`config.mk`:
```
export PLATFORM = sky130hd
export DESIGN_NAME = spi_hold_frontend
export DESIGN_NICKNAME = d
export VERILOG_FILES = /design/src/rtl/spi_fe_pkg.sv /design/src/rtl/spi_fe_sync.sv /design/src/rtl/spi_fe_ctrl.sv /design/src/rtl/spi_fe_shifter.sv /design/src/rtl/spi_hold_frontend.sv
export SDC_FILE = /design/constraint.sdc
export NUM_CORES = 1
export LEC_CHECK = 0
export ABC_AREA = 1
export ABC_CLOCK_PERIOD_IN_PS = 2400
export BUFFER_PORTS_ARGS = -buffer_cell sky130_fd_sc_hd__buf_2
export CAP_MARGIN = 20
export CORE_MARGIN = 10
export CORE_UTILIZATION = 45
export CTS_CLUSTER_DIAMETER = 200
export DETAILED_ROUTE_END_ITERATION = 10
export PLACE_DENSITY = 0.66
export SYNTH_ARGS = -nofsm -noshare
export SYNTH_HDL_FRONTEND = slang
export SYNTH_SLANG_ARGS = --single-unit
```
`constraint.sdc`:
```
create_clock -name clk -period 2.4 [get_ports clk]
set_input_delay 0.12 -clock clk [delete_from_list [all_inputs] [get_ports clk]]
set_output_delay 0.12 -clock clk [all_outputs]
set_load 0.1 [all_outputs]
```
`src/rtl/spi_fe_pkg.sv`:
```
package spi_fe_pkg;

    typedef enum logic [1:0] {
        FE_UNARMED = 2'd0,
        FE_IDLE    = 2'd1,
        FE_ACTIVE  = 2'd2,
        FE_HOLD    = 2'd3
    } fe_state_t;

endpackage

```
`src/rtl/spi_fe_sync.sv`:
```
module spi_fe_sync #(
    parameter int           WIDTH   = 4,
    parameter int           STAGES  = 2,
    parameter logic [WIDTH-1:0] RST_VAL = '0
) (
    input  logic             clk,
    input  logic             rst_n,
    input  logic [WIDTH-1:0] d_i,
    output logic [WIDTH-1:0] q_o
);

    logic [WIDTH-1:0] chain [STAGES];

    genvar s;
    generate
        for (s = 0; s < STAGES; s++) begin : g_stage
            always_ff @(posedge clk or negedge rst_n) begin
                if (!rst_n) begin
                    chain[s] <= RST_VAL;
                end else if (s == 0) begin
                    chain[s] <= d_i;
                end else begin
                    chain[s] <= chain[(s == 0) ? 0 : s-1];
                end
            end
        end
    endgenerate

    assign q_o = chain[STAGES-1];

endmodule

```
`src/rtl/spi_fe_ctrl.sv`:
```
module spi_fe_ctrl
    import spi_fe_pkg::*;
(
    input  logic      clk,
    input  logic      rst_n,
    input  logic      csn_s,
    input  logic      sclk_s,
    input  logic      holdn_s,
    output fe_state_t state_o,
    output logic      frame_start_o,
    output logic      frame_clear_o,
    output logic      edge_en_o
);

    fe_state_t state_q, state_d;

    always_ff @(posedge clk or negedge rst_n) begin
        if (!rst_n) begin
            state_q <= FE_UNARMED;
        end else begin
            state_q <= state_d;
        end
    end

    always_comb begin
        state_d = state_q;
        unique case (state_q)
            FE_UNARMED: if (csn_s) state_d = FE_IDLE;
            FE_IDLE:    if (!csn_s) state_d = FE_ACTIVE;
            FE_ACTIVE: begin
                if (csn_s)                   state_d = FE_IDLE;
                else if (!holdn_s && !sclk_s) state_d = FE_HOLD;
            end
            FE_HOLD: begin
                if (csn_s)                   state_d = FE_IDLE;
                else if (holdn_s && !sclk_s)  state_d = FE_ACTIVE;
            end
            default: state_d = FE_UNARMED;
        endcase
    end

    always_comb begin
        frame_start_o = 1'b0;
        frame_clear_o = 1'b0;
        edge_en_o     = 1'b0;
        unique case (state_q)
            FE_UNARMED: ;
            FE_IDLE:    frame_start_o = !csn_s;
            FE_ACTIVE: begin
                frame_clear_o = csn_s;
                edge_en_o     = !csn_s;
            end
            FE_HOLD:    frame_clear_o = csn_s;
            default: ;
        endcase
    end

    assign state_o = state_q;

endmodule

```
`src/rtl/spi_fe_shifter.sv`:
```
module spi_fe_shifter #(
    parameter int BYTE_W = 8,
    parameter int CNT_W  = $clog2(BYTE_W)
) (
    input  logic              clk,
    input  logic              rst_n,
    input  logic              sclk_s,
    input  logic              mosi_s,
    input  logic              frame_start_i,
    input  logic              frame_clear_i,
    input  logic              edge_en_i,
    input  logic [BYTE_W-1:0] tx_byte_i,
    output logic [BYTE_W-1:0] rx_byte_o,
    output logic              rx_valid_o,
    output logic [CNT_W-1:0]  bit_cnt_o,
    output logic              tx_bit_o
);

    localparam logic [CNT_W-1:0] LAST_BIT = CNT_W'(BYTE_W - 1);

    logic              sclk_prev_q;
    logic              rise, fall;
    logic [CNT_W-1:0]  cnt_q;
    logic [BYTE_W-1:0] rx_sh_q, tx_sh_q, rx_byte_q;
    logic              rx_valid_q;

    assign rise = sclk_s && !sclk_prev_q;
    assign fall = !sclk_s && sclk_prev_q;

    always_ff @(posedge clk or negedge rst_n) begin
        if (!rst_n) begin
            sclk_prev_q <= 1'b0;
        end else begin
            sclk_prev_q <= sclk_s;
        end
    end

    always_ff @(posedge clk or negedge rst_n) begin
        if (!rst_n) begin
            cnt_q      <= '0;
            rx_sh_q    <= '0;
            tx_sh_q    <= '0;
            rx_byte_q  <= '0;
            rx_valid_q <= 1'b0;
        end else begin
            rx_valid_q <= 1'b0;
            if (frame_start_i) begin
                cnt_q   <= '0;
                tx_sh_q <= tx_byte_i;
            end else if (frame_clear_i) begin
                cnt_q <= '0;
            end else if (edge_en_i) begin
                if (rise) begin
                    rx_sh_q <= {rx_sh_q[BYTE_W-2:0], mosi_s};
                    if (cnt_q == LAST_BIT) begin
                        cnt_q      <= '0;
                        rx_byte_q  <= {rx_sh_q[BYTE_W-2:0], mosi_s};
                        rx_valid_q <= 1'b1;
                    end else begin
                        cnt_q <= cnt_q + 1'b1;
                    end
                end
                if (fall) begin
                    if (cnt_q == '0) begin
                        tx_sh_q <= tx_byte_i;
                    end else begin
                        tx_sh_q <= {tx_sh_q[BYTE_W-2:0], 1'b0};
                    end
                end
            end
        end
    end

    assign rx_byte_o  = rx_byte_q;
    assign rx_valid_o = rx_valid_q;
    assign bit_cnt_o  = cnt_q;
    assign tx_bit_o   = tx_sh_q[BYTE_W-1];

endmodule

```
`src/rtl/spi_hold_frontend.sv`:
```
module spi_hold_frontend
    import spi_fe_pkg::*;
#(
    parameter int BYTE_W      = 8,
    parameter int SYNC_STAGES = 2,
    parameter int CNT_W       = $clog2(BYTE_W)
) (
    input  logic              clk,
    input  logic              rst_n,
    input  logic              sclk_i,
    input  logic              mosi_i,
    input  logic              csn_i,
    input  logic              holdn_i,
    input  logic [BYTE_W-1:0] tx_byte_i,
    output logic [BYTE_W-1:0] rx_byte_o,
    output logic              rx_valid_o,
    output logic [CNT_W-1:0]  bit_cnt_o,
    output logic              miso_o,
    output logic              miso_oe_o,
    output logic              selected_o,
    output logic              hold_o
);

    // pin order in the synchronizer vector: {holdn, csn, mosi, sclk}
    // select resets to its asserted level so a low pin at reset never arms
    localparam logic [3:0] PIN_RST = 4'b1000;

    logic [3:0] pins_s;
    logic       sclk_s, mosi_s, csn_s, holdn_s;
    fe_state_t  state;
    logic       frame_start, frame_clear, edge_en;
    logic       tx_bit;

    spi_fe_sync #(
        .WIDTH  (4),
        .STAGES (SYNC_STAGES),
        .RST_VAL(PIN_RST)
    ) u_sync (
        .clk  (clk),
        .rst_n(rst_n),
        .d_i  ({holdn_i, csn_i, mosi_i, sclk_i}),
        .q_o  (pins_s)
    );

    assign sclk_s  = pins_s[0];
    assign mosi_s  = pins_s[1];
    assign csn_s   = pins_s[2];
    assign holdn_s = pins_s[3];

    spi_fe_ctrl u_ctrl (
        .clk          (clk),
        .rst_n        (rst_n),
        .csn_s        (csn_s),
        .sclk_s       (sclk_s),
        .holdn_s      (holdn_s),
        .state_o      (state),
        .frame_start_o(frame_start),
        .frame_clear_o(frame_clear),
        .edge_en_o    (edge_en)
    );

    spi_fe_shifter #(
        .BYTE_W(BYTE_W),
        .CNT_W (CNT_W)
    ) u_shift (
        .clk          (clk),
        .rst_n        (rst_n),
        .sclk_s       (sclk_s),
        .mosi_s       (mosi_s),
        .frame_start_i(frame_start),
        .frame_clear_i(frame_clear),
        .edge_en_i    (edge_en),
        .tx_byte_i    (tx_byte_i),
        .rx_byte_o    (rx_byte_o),
        .rx_valid_o   (rx_valid_o),
        .bit_cnt_o    (bit_cnt_o),
        .tx_bit_o     (tx_bit)
    );

    assign miso_oe_o  = (state == FE_ACTIVE);
    assign miso_o     = miso_oe_o ? tx_bit : 1'b0;
    assign selected_o = (state == FE_ACTIVE) || (state == FE_HOLD);
    assign hold_o     = (state == FE_HOLD);

endmodule

```
== After elaboration in Yosys (flattened, before gate mapping) ==
Index checks and enable logic that the tools add are counted.

* Output and inout port bits: 16
* Input bits: 14
* Register bits after elaboration: 38

* Add/sub/neg operators: 1
* Reduce and logical (&&, ||, !) cells: 21
* Equal/unequal tests: 9
* Bitwise logic cells: 2
* Multiplexer cells: 26

{| class="wikitable"
|+ Operators by type and width
! kind !! number
|-
| 8-bit two-way mux || 5
|-
| 3-bit two-way mux || 5
|-
| 2-bit two-way mux || 6
|-
| 1-bit two-way mux || 9
|-
| 2-bit one-hot mux with 4 select lines || 1
|-
| 4-bit AND reduction || 2
|-
| 2-bit inequality test (second input constant) || 3
|-
| 3-bit by 1-bit inequality test with 1-bit output (second input constant) || 2
|-
| 3-bit nonzero test || 2
|-
| 5-bit AND reduction || 1
|-
| 2-bit == test (second input constant) || 2
|-
| 1-bit logical AND || 4
|-
| 1-bit logical NOT || 4
|-
| 2-bit nonzero test || 2
|-
| 3-bit by 1-bit adder with 3-bit output (second input constant) || 1
|-
| 3-bit == test (second input constant) || 1
|-
| 3-bit logical NOT || 1
|-
| 3-bit AND reduction || 1
|-
| 2-bit by 1-bit == test with 1-bit output (second input constant) || 1
|-
| 2-bit logical NOT || 1
|-
| 1-bit NOT || 2
|-
| 2-bit AND reduction || 1
|-
| 2-bit OR reduction || 1
|-
| 1-bit logical OR || 1
|}

== Logic depth before layout (Yosys ltp) ==
* Word-level depth: 6
* Depth in mapped cells: 7
* Depth with buffers taken out: 7

== Modules after synthesis ==
From an unflattened synthesis, not the netlist that was laid out.

* Cells, all modules: 184
* Area, all modules: 1671.6 sq um

{| class="wikitable"
|+ By module, submodules not included
! module !! seq. area each (sq um) !! area each (sq um) !! instances !! cells an instance
|-
| spi_fe_shifter || 700.7 || 1297.5 || 1 || 149
|-
| spi_fe_sync || 202.7 || 232.7 || 1 || 12
|-
| spi_fe_ctrl || 50.0 || 108.9 || 1 || 15
|-
| spi_hold_frontend || 0.0 || 32.5 || 1 || 8
|}

== Worst setup path before layout ==
Ideal clock, no wire load.

* Path type: register to register
* From: register u_shift.cnt_q[0], in the netlist u_shift.bit_cnt_o[0]
* To: register u_shift.tx_sh_q[0]
* Buffers on the path: 0
* Library setup time: 118 ps
* Data arrival time: 1774 ps
* Clock period less this slack: 1892 ps
* Stages on the path, launching flop included: 7
* Path slack: 508 ps
* Cells stage by stage: dfrtp_1 > inv_1 > ha_1 > nand2_1 > nand2_2 > nand3_1 > nand2_1

* Longest elaborated chain between the ends: 6

{| class="wikitable"
|+ RTL lines
! item !! line !! text
|-
| start, declared || spi_fe_shifter.sv:23 || <nowiki>logic [CNT_W-1:0] cnt_q;</nowiki>
|-
| start signal, assigned || spi_fe_shifter.sv:60 || <nowiki>cnt_q <= cnt_q + 1'b1;</nowiki>
|-
| 3-bit logical NOT || spi_fe_shifter.sv:64 || <nowiki>if (cnt_q == '0) begin</nowiki>
|-
| 8-bit two-way mux || spi_fe_shifter.sv:64 ||
|-
| 8-bit two-way mux || spi_fe_shifter.sv:63 || <nowiki>if (fall) begin</nowiki>
|-
| 8-bit two-way mux || spi_fe_shifter.sv:52 || <nowiki>end else if (edge_en_i) begin</nowiki>
|-
| 8-bit two-way mux || spi_fe_shifter.sv:50 || <nowiki>end else if (frame_clear_i) begin</nowiki>
|-
| 8-bit two-way mux || spi_fe_shifter.sv:47 || <nowiki>if (frame_start_i) begin</nowiki>
|-
| end signal, assigned || spi_fe_shifter.sv:49 || <nowiki>tx_sh_q <= tx_byte_i;</nowiki>
|-
| end signal, assigned || spi_fe_shifter.sv:65 || <nowiki>tx_sh_q <= tx_byte_i;</nowiki>
|-
| end signal, assigned || spi_fe_shifter.sv:67 || <nowiki>tx_sh_q <= {tx_sh_q[BYTE_W-2:0], 1'b0};</nowiki>
|-
| end, declared || spi_fe_shifter.sv:24 || <nowiki>logic [BYTE_W-1:0] rx_sh_q, tx_sh_q, rx_byte_q;</nowiki>
|}

No other way between the ends. The select of a mux whose other input is x is not followed.
A chain may end at the register's enable or synchronous reset.

== Worst setup path in the final report ==
* From: register u_ctrl.state_q[0], in the netlist u_ctrl.state_o[0]
* To: output miso_oe_o

* Longest elaborated chain between the ends: 1

{| class="wikitable"
|+ RTL lines
! item !! line !! text
|-
| start, declared || spi_fe_ctrl.sv:15 || <nowiki>fe_state_t state_q, state_d;</nowiki>
|-
| start signal, assigned || spi_fe_ctrl.sv:21 || <nowiki>state_q <= state_d;</nowiki>
|-
| 2-bit == test || spi_hold_frontend.sv:80 || <nowiki>assign miso_oe_o = (state == FE_ACTIVE);</nowiki>
|-
| end, declared || spi_hold_frontend.sv:19 || <nowiki>output logic miso_oe_o,</nowiki>
|}

No other way between the ends.

==> key figures <==
Place
  – HPWL after DPL: 2190 um
  – Port buffer count: 29
  – Dpl cell area: 1860 sq um
  – Final Wtd Congestion: 0.757

STA
  – Relative slew margins: 0.463
  – Hold Vio Cnt, Final: 0
  – Final worst path period need: 1.57 ns
  – Fin Setup TNS: 0 ns
  – Final Max Tran Viols: 0
  – RSZ-0062 raised after global routing: false
  – Worst-margin pin slew: 0.806 ns
  – Fmax: 636 MHz
  – Clock skew: 0.00622 ns
  – Final setup fails: 0
  – Final period util: 0.656

CTS
  – Root Driver: clkbuf_8
  – CTS tree: yes
  – Worst skew pair latency: 0.29 ns
  – Clk pin slew, worst setup/hold paths: 0.07 ns
  – CTS buffer count: 5
  – Post-cts sizing count: 0
  – H-tree Lvls: 2
  – Cts hold-fix bufs: 5
  – Post-CTS setup buffer count: 0
  – CTS Sinks: 38
  – CTS max path bufs: 2

Worst setup path
  – Slowest cell delay on critical path: 0.48 ns
  – Data arrival, critical path: 1.45 ns
  – Worst setup EP type: primary output
  – CP required: 2.28 ns
  – Setup crit start kind: flip-flop
  – Slowest-stage cell, CP: dfrtp_1
  – Reg2Reg Setup Slack: 0.95 ns
  – Critical Path, Cell by Cell: nor2_8 > buf_2
  – Worst r2r src: u_sync.q_o[0]$_DFF_PN0_
  – Crit Path Category: flip-flop to primary output
  – Register-to-Register Path Depth: 7
  – Worst Path Max Fanout: 5
  – R2R Path End: u_shift.rx_byte_o[3]$_DFFE_PN0P_

Worst hold path
  – Hold depth: 3
  – Hold Path End: u_shift.tx_sh_q[0]$_DFFE_PN0P_
  – Worst hold start: tx_byte_i[0]
  – Worst hold path class: input port to flip-flop

Pwr
  – PD cells: 692 nW/um^2
  – Worst ir drop on vdd: 0.555 mV
  – Power Total: 0.00139 W
  – Leak: 1.14 nW

Finish
  – Area grow syn2layout: 19.3%
  – Final nets: 232
  – Filler cells: 354
  – # diodes: 0
  – Finished Cell Area: 2010 sq um
  – Layout cells sized above 1: 0.245

Floorplan
  – Die height: 81.2 um
  – Die Area: 6590 sq um
  – Initial Util: 0.463
  – Num rows: 22
  – Core Area: 3630 sq um
  – Ports: 30
  – Die X-Extent: 81.2 um

Detailed routing
  – Routed wire length: 3010 um
  – Final antenna-violating net count: 0
  – Initial DRT Pass Iterations: 4
  – Drt via density: 4.53
  – Vias: 1196
  – WL/cell: 11.4 um
  – Starting DRT DRC Count: 63
  – Drt drc: 0

Synth
  – Largest area contributor in the netlist: dfrtp_1
  – Seq/Total Area, Yosys: 0.567
  – Mean area per synthesized cell: 9.51 sq um
  – Post-Synthesis Cells: 177
  – Register bit total from synthesis: 38
  – Ys Warns: 0
  – Synth unique cells: 21
  – Syn nets: 194
  – Area share of the largest cell type after synthesis: 0.535
  – Synthesized area: 1680 sq um
  – Synth area leaders: dfrtp_1 54%, nand2_1 15%, nand3_1 4.8%, inv_1 3.8%, dfstp_2 3.1%

Global route
  – Grt ovf: 0
  – Largest net degree at the start of global routing: 39
  – Number of global-route vias before repair: 1203
  – All-layer global routing usage: 0.104
  – Global-route wire length before repair: 5270 um
  – Initial antenna violation count: 0

Run
  – Max Cap Viol: 0

Status
  – Outcome: completed
cell type report:
type,count,area (sq um),share of cell area
sequential,38,953,0.475
inverter,20,75.1,0.0374
multi-input combinational,116,628,0.313
tap,48,60.1,0.0299
timing repair buffer,34,195,0.0973
clock buffer,6,82.6,0.0411
clock inverter,2,12.5,0.00623
worst max-delay path: cells and delay by family (launching register included):
family,cells,cell delay [ns]
flops,1,0.48
buf+inv,1,0.46
simple gates,1,0.22
layout by cell type (no fill, tap or decap):
cell type	netlist	layout
dlygate4sd3_1	0	5
a21oi_1	3	3
nand3b_1	7	7
and3_1	1	1
dfstp_2	2	2
ha_1	3	3
inv_1	17	17
nand2_4	2	2
o21ai_0	2	2
clkbuf_8	0	6
clkinvlp_4	0	1
nor2_1	4	4
nand3_1	16	16
nor2_4	1	1
dfrtp_1	36	36
nand3_4	3	3
nand2_2	2	2
nand2_1	68	68
clkinv_2	0	1
o211ai_1	1	1
buf_2	0	29
nor2_8	2	2
nand3_2	1	1
inv_2	3	3
power breakdown:
group	switching, W	total, W	internal (W)
sequential	0.0000332	0.000732	0.000699
clock	0.000217	0.000447	0.000230
combinational	0.000141	0.000210	0.0000695
total	0.000391	0.00139	0.000999
flip-flops by register name (all words and copies together) (netlist names), 2 cells and up:
| name | flops |
|---|---|
| u_shift.rx_byte_o | 8 |
| u_ctrl.state_o | 2 |
| u_shift.bit_cnt_o | 3 |
| u_sync.q_o | 4 |
| u_shift.rx_sh_q | 7 |
| u_shift.tx_sh_q | 8 |
| u_sync.chain | 4 |
routing by layer:
metal	part of all wire	GRT usage	up-vias
li1	-	-	626
met1	0.46	0.116	543
met2	0.44	0.158	23
met3	0.087	0.0519	4
met4	0.013	0.0571	0
met5	0	0	-
Yosys cell counts:
cell	count
dfstp_2	2
dfrtp_1	36
nand3b_1	7
inv_2	3
buf_6	2
nand3_2	1
nand2_1	68
o21ai_0	2
and3_1	1
ha_1	3
nor2_8	2
nor2_4	1
clkbuf_1	1
nand2_2	2
nand3_1	16
o211ai_1	1
a21oi_1	3
nor2_1	4
inv_1	17
nand2_4	2
nand3_4	3
kinds of logic (layout without fill, tap and decap cells):
family                     count (synthesis)  count (layout)  share of synthesized area
AOI/OAI and AO/OA                          6               6                     0.0193
buffers and inverters                     23              62                     0.0602
and+or+nand+nor                          107             107                      0.332
adders and majority gates                  3               3                     0.0223
DFF                                       38              38                      0.567
worst max path at each step:
stage | start | endpoint | slack [ns] | cells after the start
6_report | u_ctrl.state_o[0]$_DFFE_PN0P_ | miso_oe_o | 0.83 | 2
5_1_grt | u_sync.q_o[0]$_DFF_PN0_ | u_shift.rx_byte_o[3]$_DFFE_PN0P_ | 0.77 | 7
4_1_cts | u_ctrl.state_o[0]$_DFFE_PN0P_ | miso_oe_o | 0.82 | 2
3_5_place_dp | u_sync.q_o[0]$_DFF_PN0_ | u_shift.rx_byte_o[3]$_DFFE_PN0P_ | 0.95 | 7
3_3_place_gp | u_ctrl.state_o[0]$_DFFE_PN0P_ | u_shift.rx_byte_o[2]$_DFFE_PN0P_ | 0.99 | 6
2_1_floorplan | u_shift.bit_cnt_o[0]$_DFFE_PN0P_ | u_shift.tx_sh_q[0]$_DFFE_PN0P_ | 0.51 | 6
stage by stage:
step | hold WS (ns) | util | cells | setup WS (ns)
global route | 0.0887 | 0.552 | 264 | 0.775
CTS | 0.0655 | 0.552 | 264 | 0.816
floorplan | -0.176 | - | 177 | 0.508
finish | 0.0628 | 0.552 | 264 | 0.827
global placement | 0.226 | 0.512 | 251 | 0.991
detailed placement | 0.227 | 0.512 | 251 | 0.950
No activity file was read; power rests on OpenSTA's default activity.
